**config.mk**
```make
export PLATFORM = sky130hd
export DESIGN_NAME = gpio_port_mux
export DESIGN_NICKNAME = d
export VERILOG_FILES = /design/src/rtl/gpio_port_pkg.sv /design/src/rtl/gpio_in_sync.sv /design/src/rtl/gpio_port_regs.sv /design/src/rtl/gpio_pin_mux.sv /design/src/rtl/gpio_port_mux.sv
export SDC_FILE = /design/constraint.sdc
export NUM_CORES = 1
export LEC_CHECK = 0
export BUFFER_PORTS_ARGS = -buffer_cell sky130_fd_sc_hd__buf_2
export CORE_AREA = 2 2 278 280
export DETAILED_ROUTE_END_ITERATION = 6
export DIE_AREA = 0 0 280 282
export SLEW_MARGIN = 20
export SYNTH_ARGS = -nofsm -noshare
export SYNTH_HDL_FRONTEND = slang
export SYNTH_HIERARCHICAL = 1
export SYNTH_SLANG_ARGS = --single-unit
export TNS_END_PERCENT = 30
```
**constraint.sdc**
```tcl
create_clock -name clk_i -period 4.84 [get_ports clk_i]
set_clock_uncertainty 0.2 [all_clocks]
set_input_delay 0.968 -clock clk_i [delete_from_list [all_inputs] [get_ports clk_i]]
set_output_delay 0.968 -clock clk_i [all_outputs]
set_load 0.05 [all_outputs]
```
**src/rtl/gpio_port_pkg.sv**
```systemverilog
package gpio_port_pkg;
  typedef enum logic [1:0] {
    PM_INPUT  = 2'd0,
    PM_OUTPUT = 2'd1,
    PM_ALTFN  = 2'd2,
    PM_ANALOG = 2'd3
  } pin_mode_e;

  // word indices (byte offset / 4)
  localparam int unsigned WI_MODE    = 0;
  localparam int unsigned WI_OTYPE   = 1;
  localparam int unsigned WI_SPEED   = 2;
  localparam int unsigned WI_PULL    = 3;
  localparam int unsigned WI_IDR     = 4;
  localparam int unsigned WI_ODR     = 5;
  localparam int unsigned WI_SETCLR  = 6;
  localparam int unsigned WI_LOCK    = 7;
  localparam int unsigned WI_AF_BASE = 8;
endpackage

```
**src/rtl/gpio_in_sync.sv**
```systemverilog
module gpio_in_sync #(
  parameter int unsigned WIDTH = 16
) (
  input  logic             clk_i,
  input  logic             rst_ni,
  input  logic [WIDTH-1:0] async_i,
  output logic [WIDTH-1:0] sync_o
);
  logic [WIDTH-1:0] meta_q, stab_q;

  always_ff @(posedge clk_i or negedge rst_ni) begin
    if (!rst_ni) begin
      meta_q <= '0;
      stab_q <= '0;
    end else begin
      meta_q <= async_i;
      stab_q <= meta_q;
    end
  end

  assign sync_o = stab_q;
endmodule

```
**src/rtl/gpio_port_regs.sv**
```systemverilog
module gpio_port_regs
  import gpio_port_pkg::*;
#(
  parameter int unsigned NUM_PINS = 16,
  parameter int unsigned DATA_W   = 32,
  parameter int unsigned ADDR_W   = 8,
  parameter int unsigned SEL_W    = 4
) (
  input  logic                      clk_i,
  input  logic                      rst_ni,
  input  logic [ADDR_W-1:0]         addr_i,
  input  logic                      we_i,
  input  logic [DATA_W-1:0]         wdata_i,
  output logic [DATA_W-1:0]         rdata_o,
  input  logic [NUM_PINS-1:0]       idr_i,
  output logic [2*NUM_PINS-1:0]     mode_o,
  output logic [NUM_PINS-1:0]       otype_o,
  output logic [2*NUM_PINS-1:0]     speed_o,
  output logic [2*NUM_PINS-1:0]     pull_o,
  output logic [NUM_PINS-1:0]       odr_o,
  output logic [NUM_PINS*SEL_W-1:0] sel_o
);
  localparam int unsigned WIDX_W      = ADDR_W - 2;
  localparam int unsigned FIELD_W     = 2 * NUM_PINS;
  localparam int unsigned SEL_PER_REG = DATA_W / SEL_W;
  localparam int unsigned AF_REGS     = (NUM_PINS + SEL_PER_REG - 1) / SEL_PER_REG;

  logic [WIDX_W-1:0]  widx;
  logic               unused_addr_bits;
  logic [FIELD_W-1:0] mode_q, speed_q, pull_q;
  logic [NUM_PINS-1:0] otype_q, odr_q;
  logic [DATA_W-1:0]  af_q [AF_REGS];

  assign widx             = addr_i[ADDR_W-1:2];
  assign unused_addr_bits = ^addr_i[1:0];

  always_ff @(posedge clk_i or negedge rst_ni) begin
    if (!rst_ni) begin
      mode_q  <= '0;
      otype_q <= '0;
      speed_q <= '0;
      pull_q  <= '0;
      odr_q   <= '0;
    end else if (we_i) begin
      case (widx)
        WIDX_W'(WI_MODE):   mode_q  <= wdata_i[FIELD_W-1:0];
        WIDX_W'(WI_OTYPE):  otype_q <= wdata_i[NUM_PINS-1:0];
        WIDX_W'(WI_SPEED):  speed_q <= wdata_i[FIELD_W-1:0];
        WIDX_W'(WI_PULL):   pull_q  <= wdata_i[FIELD_W-1:0];
        WIDX_W'(WI_ODR):    odr_q   <= wdata_i[NUM_PINS-1:0];
        // set half applied last so it wins over clear
        WIDX_W'(WI_SETCLR): odr_q   <= (odr_q & ~wdata_i[NUM_PINS +: NUM_PINS])
                                       | wdata_i[NUM_PINS-1:0];
        default: ;
      endcase
    end
  end

  for (genvar g = 0; g < AF_REGS; g++) begin : g_af
    always_ff @(posedge clk_i or negedge rst_ni) begin
      if (!rst_ni) af_q[g] <= '0;
      else if (we_i && widx == WIDX_W'(WI_AF_BASE + g)) af_q[g] <= wdata_i;
    end
  end

  for (genvar p = 0; p < NUM_PINS; p++) begin : g_sel
    assign sel_o[p*SEL_W +: SEL_W] =
      af_q[p/SEL_PER_REG][(p%SEL_PER_REG)*SEL_W +: SEL_W];
  end

  always_comb begin
    rdata_o = '0;
    case (widx)
      WIDX_W'(WI_MODE):  rdata_o = DATA_W'(mode_q);
      WIDX_W'(WI_OTYPE): rdata_o = DATA_W'(otype_q);
      WIDX_W'(WI_SPEED): rdata_o = DATA_W'(speed_q);
      WIDX_W'(WI_PULL):  rdata_o = DATA_W'(pull_q);
      WIDX_W'(WI_IDR):   rdata_o = DATA_W'(idr_i);
      WIDX_W'(WI_ODR):   rdata_o = DATA_W'(odr_q);
      default: begin
        for (int g = 0; g < AF_REGS; g++) begin
          if (widx == WIDX_W'(WI_AF_BASE + g)) rdata_o = af_q[g];
        end
      end
    endcase
  end

  assign mode_o  = mode_q;
  assign otype_o = otype_q;
  assign speed_o = speed_q;
  assign pull_o  = pull_q;
  assign odr_o   = odr_q;
endmodule

```
**src/rtl/gpio_pin_mux.sv**
```systemverilog
module gpio_pin_mux
  import gpio_port_pkg::*;
#(
  parameter int unsigned NUM_ALT = 16,
  parameter int unsigned SEL_W   = 4
) (
  input  logic [1:0]         mode_i,
  input  logic               odrain_i,
  input  logic               odr_i,
  input  logic [SEL_W-1:0]   sel_i,
  input  logic [NUM_ALT-1:0] alt_out_i,
  input  logic [NUM_ALT-1:0] alt_oe_i,
  output logic               pad_out_o,
  output logic               pad_oe_o
);
  pin_mode_e mode;
  logic      val, en;

  assign mode = pin_mode_e'(mode_i);

  always_comb begin
    val = odr_i;
    en  = 1'b0;
    case (mode)
      PM_OUTPUT: en = 1'b1;
      PM_ALTFN: begin
        val = alt_out_i[sel_i];
        en  = alt_oe_i[sel_i];
      end
      default: ;
    endcase
  end

  assign pad_out_o = val;
  assign pad_oe_o  = odrain_i ? (en & ~val) : en;
endmodule

```
**src/rtl/gpio_port_mux.sv**
```systemverilog
module gpio_port_mux #(
  parameter int unsigned NUM_PINS = 16,
  parameter int unsigned NUM_ALT  = 16,
  parameter int unsigned DATA_W   = 32,
  parameter int unsigned ADDR_W   = 8
) (
  input  logic                        clk_i,
  input  logic                        rst_ni,
  input  logic [ADDR_W-1:0]           bus_addr_i,
  input  logic                        bus_we_i,
  input  logic [DATA_W-1:0]           bus_wdata_i,
  output logic [DATA_W-1:0]           bus_rdata_o,
  input  logic [NUM_PINS-1:0]         pad_in_i,
  input  logic [NUM_PINS*NUM_ALT-1:0] alt_out_i,
  input  logic [NUM_PINS*NUM_ALT-1:0] alt_oe_i,
  output logic [NUM_PINS-1:0]         pad_out_o,
  output logic [NUM_PINS-1:0]         pad_oe_o,
  output logic [NUM_PINS-1:0]         pad_odrain_o,
  output logic [2*NUM_PINS-1:0]       pad_speed_o,
  output logic [2*NUM_PINS-1:0]       pad_pull_o
);
  localparam int unsigned SEL_W = $clog2(NUM_ALT);

  logic [2*NUM_PINS-1:0]     mode_w;
  logic [NUM_PINS-1:0]       odr_w, idr_w, otype_w;
  logic [NUM_PINS*SEL_W-1:0] sel_w;

  gpio_in_sync #(.WIDTH(NUM_PINS)) u_sync (
    .clk_i   (clk_i),
    .rst_ni  (rst_ni),
    .async_i (pad_in_i),
    .sync_o  (idr_w)
  );

  gpio_port_regs #(
    .NUM_PINS (NUM_PINS),
    .DATA_W   (DATA_W),
    .ADDR_W   (ADDR_W),
    .SEL_W    (SEL_W)
  ) u_regs (
    .clk_i   (clk_i),
    .rst_ni  (rst_ni),
    .addr_i  (bus_addr_i),
    .we_i    (bus_we_i),
    .wdata_i (bus_wdata_i),
    .rdata_o (bus_rdata_o),
    .idr_i   (idr_w),
    .mode_o  (mode_w),
    .otype_o (otype_w),
    .speed_o (pad_speed_o),
    .pull_o  (pad_pull_o),
    .odr_o   (odr_w),
    .sel_o   (sel_w)
  );

  for (genvar n = 0; n < NUM_PINS; n++) begin : g_pin
    gpio_pin_mux #(.NUM_ALT(NUM_ALT), .SEL_W(SEL_W)) u_mux (
      .mode_i    (mode_w[2*n +: 2]),
      .odrain_i  (otype_w[n]),
      .odr_i     (odr_w[n]),
      .sel_i     (sel_w[n*SEL_W +: SEL_W]),
      .alt_out_i (alt_out_i[n*NUM_ALT +: NUM_ALT]),
      .alt_oe_i  (alt_oe_i[n*NUM_ALT +: NUM_ALT]),
      .pad_out_o (pad_out_o[n]),
      .pad_oe_o  (pad_oe_o[n])
    );
  end

  assign pad_odrain_o = otype_w;
endmodule

```
==> summary.md, run 1 <==
| Metric | Value |
|---|---|
| Status | complete, no violations |
| Setup violators final | 0 |
| Initial antenna violation count | 35 |
| Logic pwr share | 30.8% |
| Top cells by area, synth | dfrtp_1 (34%), mux2_2 (18%), mux4_2 (11%), mux2i_1 (8.7%), a31oi_1 (3.6%) |
| Cell Rows | ~100 |
| Inserted Clock Buffers | 28 |
| Peak Freq | 241 MHz |
| Routed Wire Length | 77700 um |
| Fin area | 0.0219 mm2 |
| Clk slew on worst S/H paths | 60 ps |
| RSZ-0062 raised after global routing | no |
| Resized cells post-CTS | 0 |
| H-tree depth | 1 |
| Yosys reg bits | 224 |
| Predominant post-synthesis flop cell | dfrtp_1 |
| Sequential cell fraction of total power | 37.1% |
| Detailed Routing Iterations Pass 1 | 5 |
| Routability congestion estimate | 0.800 |
| Slew Viols, Final | 0 |
| Crit-path max FO | 45 |
| Multi-input logic area | 0.00994 mm2 |
| Top-area cell type share of the netlist area | 34.0% |
| Final hold violations | 0 |
| DR vias | 14700 |
| Min-delay worst type | flip-flop to flip-flop |
| Setup tns final | 0 ps |
| Clk buf depth | 3 |
| Drt first-iter violations | 710 |
| VDD IR-drop max | 218 uV |
| Starting Density | 21.8% |
| Synthesis Warnings | 6 |
| Max-cap violation count | 0 |
| Most frequent cells in the layout | buf_2 (702), mux2_2 (266), dfrtp_1 (224) |
| Die width | 280 um |
| IO Count | 715 |
| ANT nets after route | 0 |
| Core area | ~0.076 mm2 |
| Register area | 0.00561 mm2 |
| Synth async-reset ratio | 100% |
| Gr ovfl total | 0 |
| Worst skew pair latency | 580 ps |
| Leak Pwr | 0.0100 uW |
| Final #Nets | 2629 |
| Die Ht | 282 um |
| P per Cell Area | 314 mW/mm2 |
| CTS sink cnt | 224 |
| Post-DP Area | 0.0209 mm2 |
| Critical path class | primary input to output pin |
| Syn-to-layout area delta | 33.1% |
| Count of input and output buffers | 712 |
| Switching power | 2540 uW |
| Pint | 4350 uW |
| Die area | roughly 0.079 mm2 |
| Syn nets | ~2000 |
| Tcrit/Tclk final | between 80% and 90% |
| R2R Setup Slk | 3410 ps |
| Yosys top cell by area | dfrtp_1 |
| Sw Ratio | 36.8% |
| Global-route wire length before repair | 106000 um |
| Cell count after synthesis | 1370 |
| Layout cell share with drive strength beyond 1 | 57.1% |
| Minimum clock period | 4150 ps |
| Worst slew pin tran | 1020 ps |
| GRT Total Usage | a little under a fifth |
| Library cells used by synthesis | 38 |
| CTS tree | done |
| Clk pwr share | 32.1% |
| WL/cell | 25.6 um |
| Cts hold-fix bufs | 0 |
| Headroom to the max-slew limit | approximately 32% |
| Syn avg cell area | roughly 12 um2 |
| Most common cell after layout, fill and taps aside | buf_2 |
| Number of flops mapped to enable cells by yosys | 0 |
| Vias in the first global route | 14600 |
| Critical path launch point type | primary input |
| Mapped Area | 0.0165 mm2 |
| Largest net degree at the start of global routing | 103 |
| Worst endpoint data arrival time | 2990 ps |
| Drt via density | between 4 and 5 |
| Buffer count from post-CTS setup fixing | 0 |
| WP data required | approximately 3700 ps |
| HPWL after DPL | 60900 um |
| Residual DRC | 0 |
| Clock root buffer | clkbuf_16 |
| Fillers | 7854 |
| CP endpoint kind | output pin |
| Seq/Total Area, Yosys | 34.0% |
[worst max-delay path, cell delays in order]
cell     delay (ps)
buf_4           570
buf_4           430
mux2_2          380
a31oi_1         200
a31oi_1         140
buf_2           260
[per-stage QoR]
| step | power (uW) | utilization, % | setup WS, ps | hold WS, ps | instances |
|---|---|---|---|---|---|
| after global placement | 4710 | 27.7 | 674 | 134 | 2974 |
| after global routing | 7200 | 29.0 | 605 | 154 | 3038 |
| after floorplan | 3930 | - | 664 | 131 | 1370 |
| after CTS | 6980 | 29.0 | 659 | 149 | 3026 |
| final | 6890 | 29.0 | 685 | 148 | 3039 |
| after detailed placement | 4740 | 27.7 | 656 | 135 | 2974 |
[worst paths after layout]
path / from / to / cells past startpoint
max reg2reg: u_regs/sel_o[17]$_DFFE_PN0P_ / u_regs/sel_o[17]$_DFFE_PN0P_ / 1
max: bus_addr_i[2] / bus_rdata_o[14] / 6
max in group asynchronous: rst_ni / u_regs/pull_o[21]$_DFFE_PN0P_ / 2
min reg2reg: u_sync/meta_q[15]$_DFF_PN0_ / u_sync/sync_o[15]$_DFF_PN0_ / 0
min in group asynchronous: rst_ni / u_regs/odr_o[6]$_DFFE_PN0P_ / 1
min: u_sync/meta_q[15]$_DFF_PN0_ / u_sync/sync_o[15]$_DFF_PN0_ / 0
[layer usage]
layer	part of all wire, %	vias up	global-route usage (%)
met5	0.25	-	0
met4	3.5	32	6.88
met3	8.2	135	5.15
met2	47	570	30.8
met1	41	7326	23.2
li1	-	6680	-
[registers in the layout, indices dropped and copies added (netlist names)]
signal and cells:
u_sync/meta_q 16, u_sync/sync_o 16, u_regs/otype_o 16, u_regs/speed_o 32
u_regs/pull_o 32, u_regs/odr_o 16, u_regs/mode_o 32, u_regs/sel_o 64
[synthesized netlist by cell type (7+ instances only)]
cell	count
a31oi_1	96
o311ai_0	16
nor3b_1	16
a221oi_2	16
buf_1	7
nand2_1	17
ha_1	32
nor2b_1	49
mux2_2	266
a2111oi_0	16
o41ai_1	16
inv_1	49
nand3_1	51
buf_2	34
a2bb2oi_1	16
mux2i_1	144
clkbuf_1	46
nor2_1	17
mux4_2	80
and4_1	17
nor4b_1	16
nand3b_1	31
dfrtp_1	224
buf_4	16
nand4_1	17
buf_12	16
and2_1	17
nand2b_1	16
[final cells by class]
| type | instances | share of cell area [%] |
|---|---|---|
| flip-flops and latches | 224 | 25.5 |
| clock buffers | 41 | 3.92 |
| well taps | 978 | 5.57 |
| multi-input cells | 977 | 45.3 |
| repair buffers | 745 | 18.1 |
| diodes | 13 | 0.148 |
| clock inverters | 11 | 0.524 |
| inverters | 50 | 0.855 |
[cells by family after synthesis]
group           synth area share [%]
compound gates                  8.66
flops                           34.0
simple gates                    10.6
mux                             38.2
buf+inv                         6.05
fa+ha+maj                       2.43
xor+xnor                      0.0531
[power groups by stage]
stage	sequential (uW)	clock, uW	combinational, uW
after floorplan	2590	0	1330
after global placement	2590	0	2120
after detailed placement	2600	0	2140
after CTS	2570	2270	2150
after global routing	2610	2330	2260
final	2560	2210	2120
Note: power is estimated with default switching activity, not from simulation.
==> inputs of run 2 (changes only) <==
--- a/config.mk
+++ b/config.mk
@@ -6,12 +6,11 @@
 export NUM_CORES = 1
 export LEC_CHECK = 0
 export BUFFER_PORTS_ARGS = -buffer_cell sky130_fd_sc_hd__buf_2
-export CORE_AREA = 2 2 278 280
+export CORE_AREA = 2 2 276 278
 export DETAILED_ROUTE_END_ITERATION = 6
-export DIE_AREA = 0 0 280 282
+export DIE_AREA = 0 0 278 280
 export SLEW_MARGIN = 20
 export SYNTH_ARGS = -nofsm -noshare
 export SYNTH_HDL_FRONTEND = slang
-export SYNTH_HIERARCHICAL = 1
 export SYNTH_SLANG_ARGS = --single-unit
 export TNS_END_PERCENT = 30
==> run 2 against run 1 <==
Highest routed layer unchanged. Final cell count is 5.7% lower. Combinational power is essentially flat. Register-to-register slack worse by 30 ps. Utilization fell by 1.2 points. Global-route usage down 0.64 points. Routed wire length shrank 5.6%. Critical path type unchanged.
==> summary.md, run 2 <==
| Metric | Value |
|---|---|
| Status | complete, no violations |
| Most frequent cells in the layout | buf_2 (695), dfrtp_1 (224), mux2i_1 (158) |
| Worst hold path depth | 0 (unchanged) |
| Crit-path max cell delay | 650 ps (+80 ps) |
| Gr ovfl total | 0 (unchanged) |
| Critical path launch point type | primary input |
| Clk slew on worst S/H paths | 60 ps (about the same) |
| Slew Viols, Final | 0 (unchanged) |
| Detailed Routing Iterations Pass 1 | 5 (unchanged) |
| Starting Density | 20.4% (-1.4 points) |
| GRT Max-Usage Layer | met2 |
| Headroom to the max-slew limit | 29.4% (-2.7 points) |
| Critical path class | primary input to output pin |
| Global-route wire length before repair | 100000 um (-5.5%) |
| R2R Setup Slk | 3380 ps (-30 ps) |
| Final #Nets | 2459 (-6.5%) |
| Met2 Resource Use GR | 31.2% (+0.42 points) |
| WL/cell | 25.6 um (about the same) |
| Syn nets | 1840 (-6.7%) |
| Most frequent cell after synthesis | dfrtp_1 |
| Top cells by area, synth | dfrtp_1 (37%), mux4_2 (13%), mux2_2 (11%), mux2i_1 (10%), mux2_4 (2.9%) |
| Residual DRC | 0 (unchanged) |
| Worst r2r dst | u_regs.sel_o[52]$_DFFE_PN0P_ |
| Library cells used by synthesis | 51 (+34%) |
| Cts hold-fix bufs | 0 (unchanged) |
| Peak Freq | 228 MHz (-5.2%) |
| Die width | 278 um (-0.71%) |
| IO Count | 715 (unchanged) |
| Synth cell count leaders | dfrtp_1 (224), mux2i_1 (158), mux2_2 (145) |
| FF-to-FF Start | u_regs.sel_o[52]$_DFFE_PN0P_ |
| Worst skew pair latency | 560 ps (-20 ps) |
| Min-delay worst type | flip-flop to flip-flop |
| Syn avg cell area | 12.4 um2 (+2.8%) |
| Minimum clock period | 4380 ps (+227 ps) |
| Flip-flop count of the largest register after layout | 64 (unchanged) |
| Most common cell after layout, fill and taps aside | buf_2 |
| Final hold slack | 146 ps (-1.67 ps) |
| Number of flops mapped to enable cells by yosys | 0 (unchanged) |
| Leak Pwr | 0.00974 uW (-2.8%) |
| HPWL after DPL | 59600 um (-2.1%) |
| GRT met3 Usage | 5.25% (+0.10 points) |
| CP bufs+invs | 4 (+1) |
| Post-route setup slack | 458 ps (-227 ps) |
| Hold Crit Start | u_sync.meta_q[14]$_DFF_PN0_ |
| Worst slew pin tran | 1060 ps (+39.9 ps) |
| Mapped Area | 0.0153 mm2 (-7.2%) |
| CTS tree | done |
| Top-area cell type share of the netlist area | 36.6% (+2.6 points) |
| Resized cells post-CTS | 0 (unchanged) |
| ANT nets after route | 0 (unchanged) |
| Cell count after synthesis | 1237 (-9.7%) |
| CP dominant cell by count | buf_4 |
| Yosys top cell by area | dfrtp_1 |
| Count of input and output buffers | 712 (unchanged) |
| DR vias | 13600 (-7.7%) |
| Tcrit/Tclk final | 90.5% (+4.7 points) |
| Crit-path cells | buf_2 -> or4_1 -> buf_4 -> nor3_4 -> buf_4 -> a221oi_1 -> a21oi_1 -> buf_12 |
| Layout cell share with drive strength beyond 1 | 57.4% (+0.25 points) |
| Drt via density | 4.75 (-2.1%) |
| Initial antenna violation count | 21 (-40%) |
| H-tree depth | 1 (unchanged) |
| Met1 global-route usage | 21.5% (-1.7 points) |
| Seq/Total Area, Yosys | 36.6% (+2.6 points) |
| Synth async-reset ratio | 100% (unchanged) |
| Synthesis Warnings | 0 (-6) |
| Crit-path max FO | 14 (-69%) |
| RSZ-0062 raised after global routing | no |
| Top delay family on crit path | buffers and inverters |
| R2r worst-path depth | 1 (unchanged) |
| Setup tns final | 0 ps (unchanged) |
| Largest net degree at the start of global routing | 104 (+0.97%) |
| Buffer count from post-CTS setup fixing | 0 (unchanged) |
| VDD IR-drop max | 231 uV (+6.0%) |
| Vias in the first global route | 13800 (-5.5%) |
| Die Ht | 280 um (-0.71%) |
| GRT Total Usage | 18.0% (-0.64 points) |
| Setup violators final | 0 (unchanged) |
| Max-cap violation count | 0 (unchanged) |
| WP data required | 3670 ps (about the same) |
| Hold Path End | u_sync.sync_o[14]$_DFF_PN0_ |
| Clk buf depth | 3 (unchanged) |
| Final hold violations | 0 (unchanged) |
| Worst endpoint data arrival time | 3210 ps (+220 ps) |
| Core area | 0.0752 mm2 (-0.67%) |
| Routed Wire Length | 73300 um (-5.6%) |
| CTS sink cnt | 224 (unchanged) |
| CP endpoint kind | output pin |
| Predominant post-synthesis flop cell | dfrtp_1 |
| Yosys reg bits | 224 (unchanged) |
| Critical-path top delay cell | or4_1 |
| Clock root buffer | clkbuf_16 |
| Syn-to-layout area delta | 36.3% |
| P per Cell Area | 336 mW/mm2 (+6.9%) |
| Drt first-iter violations | 888 (+25%) |
| Inserted Clock Buffers | 28 (unchanged) |
| Worst slack, placed | 470 ps (-185 ps) |
| Die area | 0.0778 mm2 (-1.4%) |
| Cell Rows | 101 (unchanged) |
| Routability congestion estimate | 0.855 (+6.9%) |
[run 2: cell families (layout without fill, tap and decap cells)]
| group | Yosys count | in the layout | share of synthesized area [%] |
|---|---|---|---|
| AO/OA/AOI/OAI | 197 | 197 | 10.3 |
| adder cells (fa/ha/maj) | 32 | 32 | 2.62 |
| buffers and inverters | 205 | 845 | 6.78 |
| flip-flops | 224 | 224 | 36.6 |
| multiplexers | 428 | 428 | 37.6 |
| other | 0 | 11 | 0 |
| AND/OR/NAND/NOR | 151 | 151 | 6.15 |
[run 2: how the worst max path moves through the flow]
stage                             start               to  cells after the start
final                     bus_addr_i[5]   bus_rdata_o[8]                      8
after global routing      bus_addr_i[5]   bus_rdata_o[8]                      8
after CTS                 bus_addr_i[5]   bus_rdata_o[8]                      8
after detailed placement  bus_addr_i[5]   bus_rdata_o[8]                      8
after global placement    bus_addr_i[5]   bus_rdata_o[8]                      8
after floorplan           bus_addr_i[5]  bus_rdata_o[11]                      6
[run 2: layout make-up]
type                    count  area (um2)
fillers                  7929       54300
multi-input cells         808        8730
flip-flops and latches    224        5610
repair buffers            744        4100
well taps                 978        1220
clock buffers              39         823
inverters                  50         188
clock inverters            12         170
diodes                     11        27.5
[run 2: report_power, final]
group	internal, uW	leakage [uW]	total, uW	switching, uW
combinational	964	0.00633	2120	1160
sequential	2100	0.00292	2620	521
clock	1390	0.000490	2260	865
total	4460	0.00974	7010	2550
[run 2: per-stage QoR]
stage,total power [uW],instances,instance area (um2),util (%)
6_report,7010,2866,20900,27.8
5_1_grt,7320,2861,20900,27.7
4_1_cts,7110,2855,20800,27.7
3_5_place_dp,4820,2804,19800,26.4
3_3_place_gp,4790,2804,19800,26.4
2_1_floorplan,3990,1237,15300,-
[run 2: routing by layer]
layer,vias to the layer above,wire length (um)
met4,16,2120
met2,612,36000
met1,6834,29200
met5,-,171
li1,6028,-
met3,115,5750
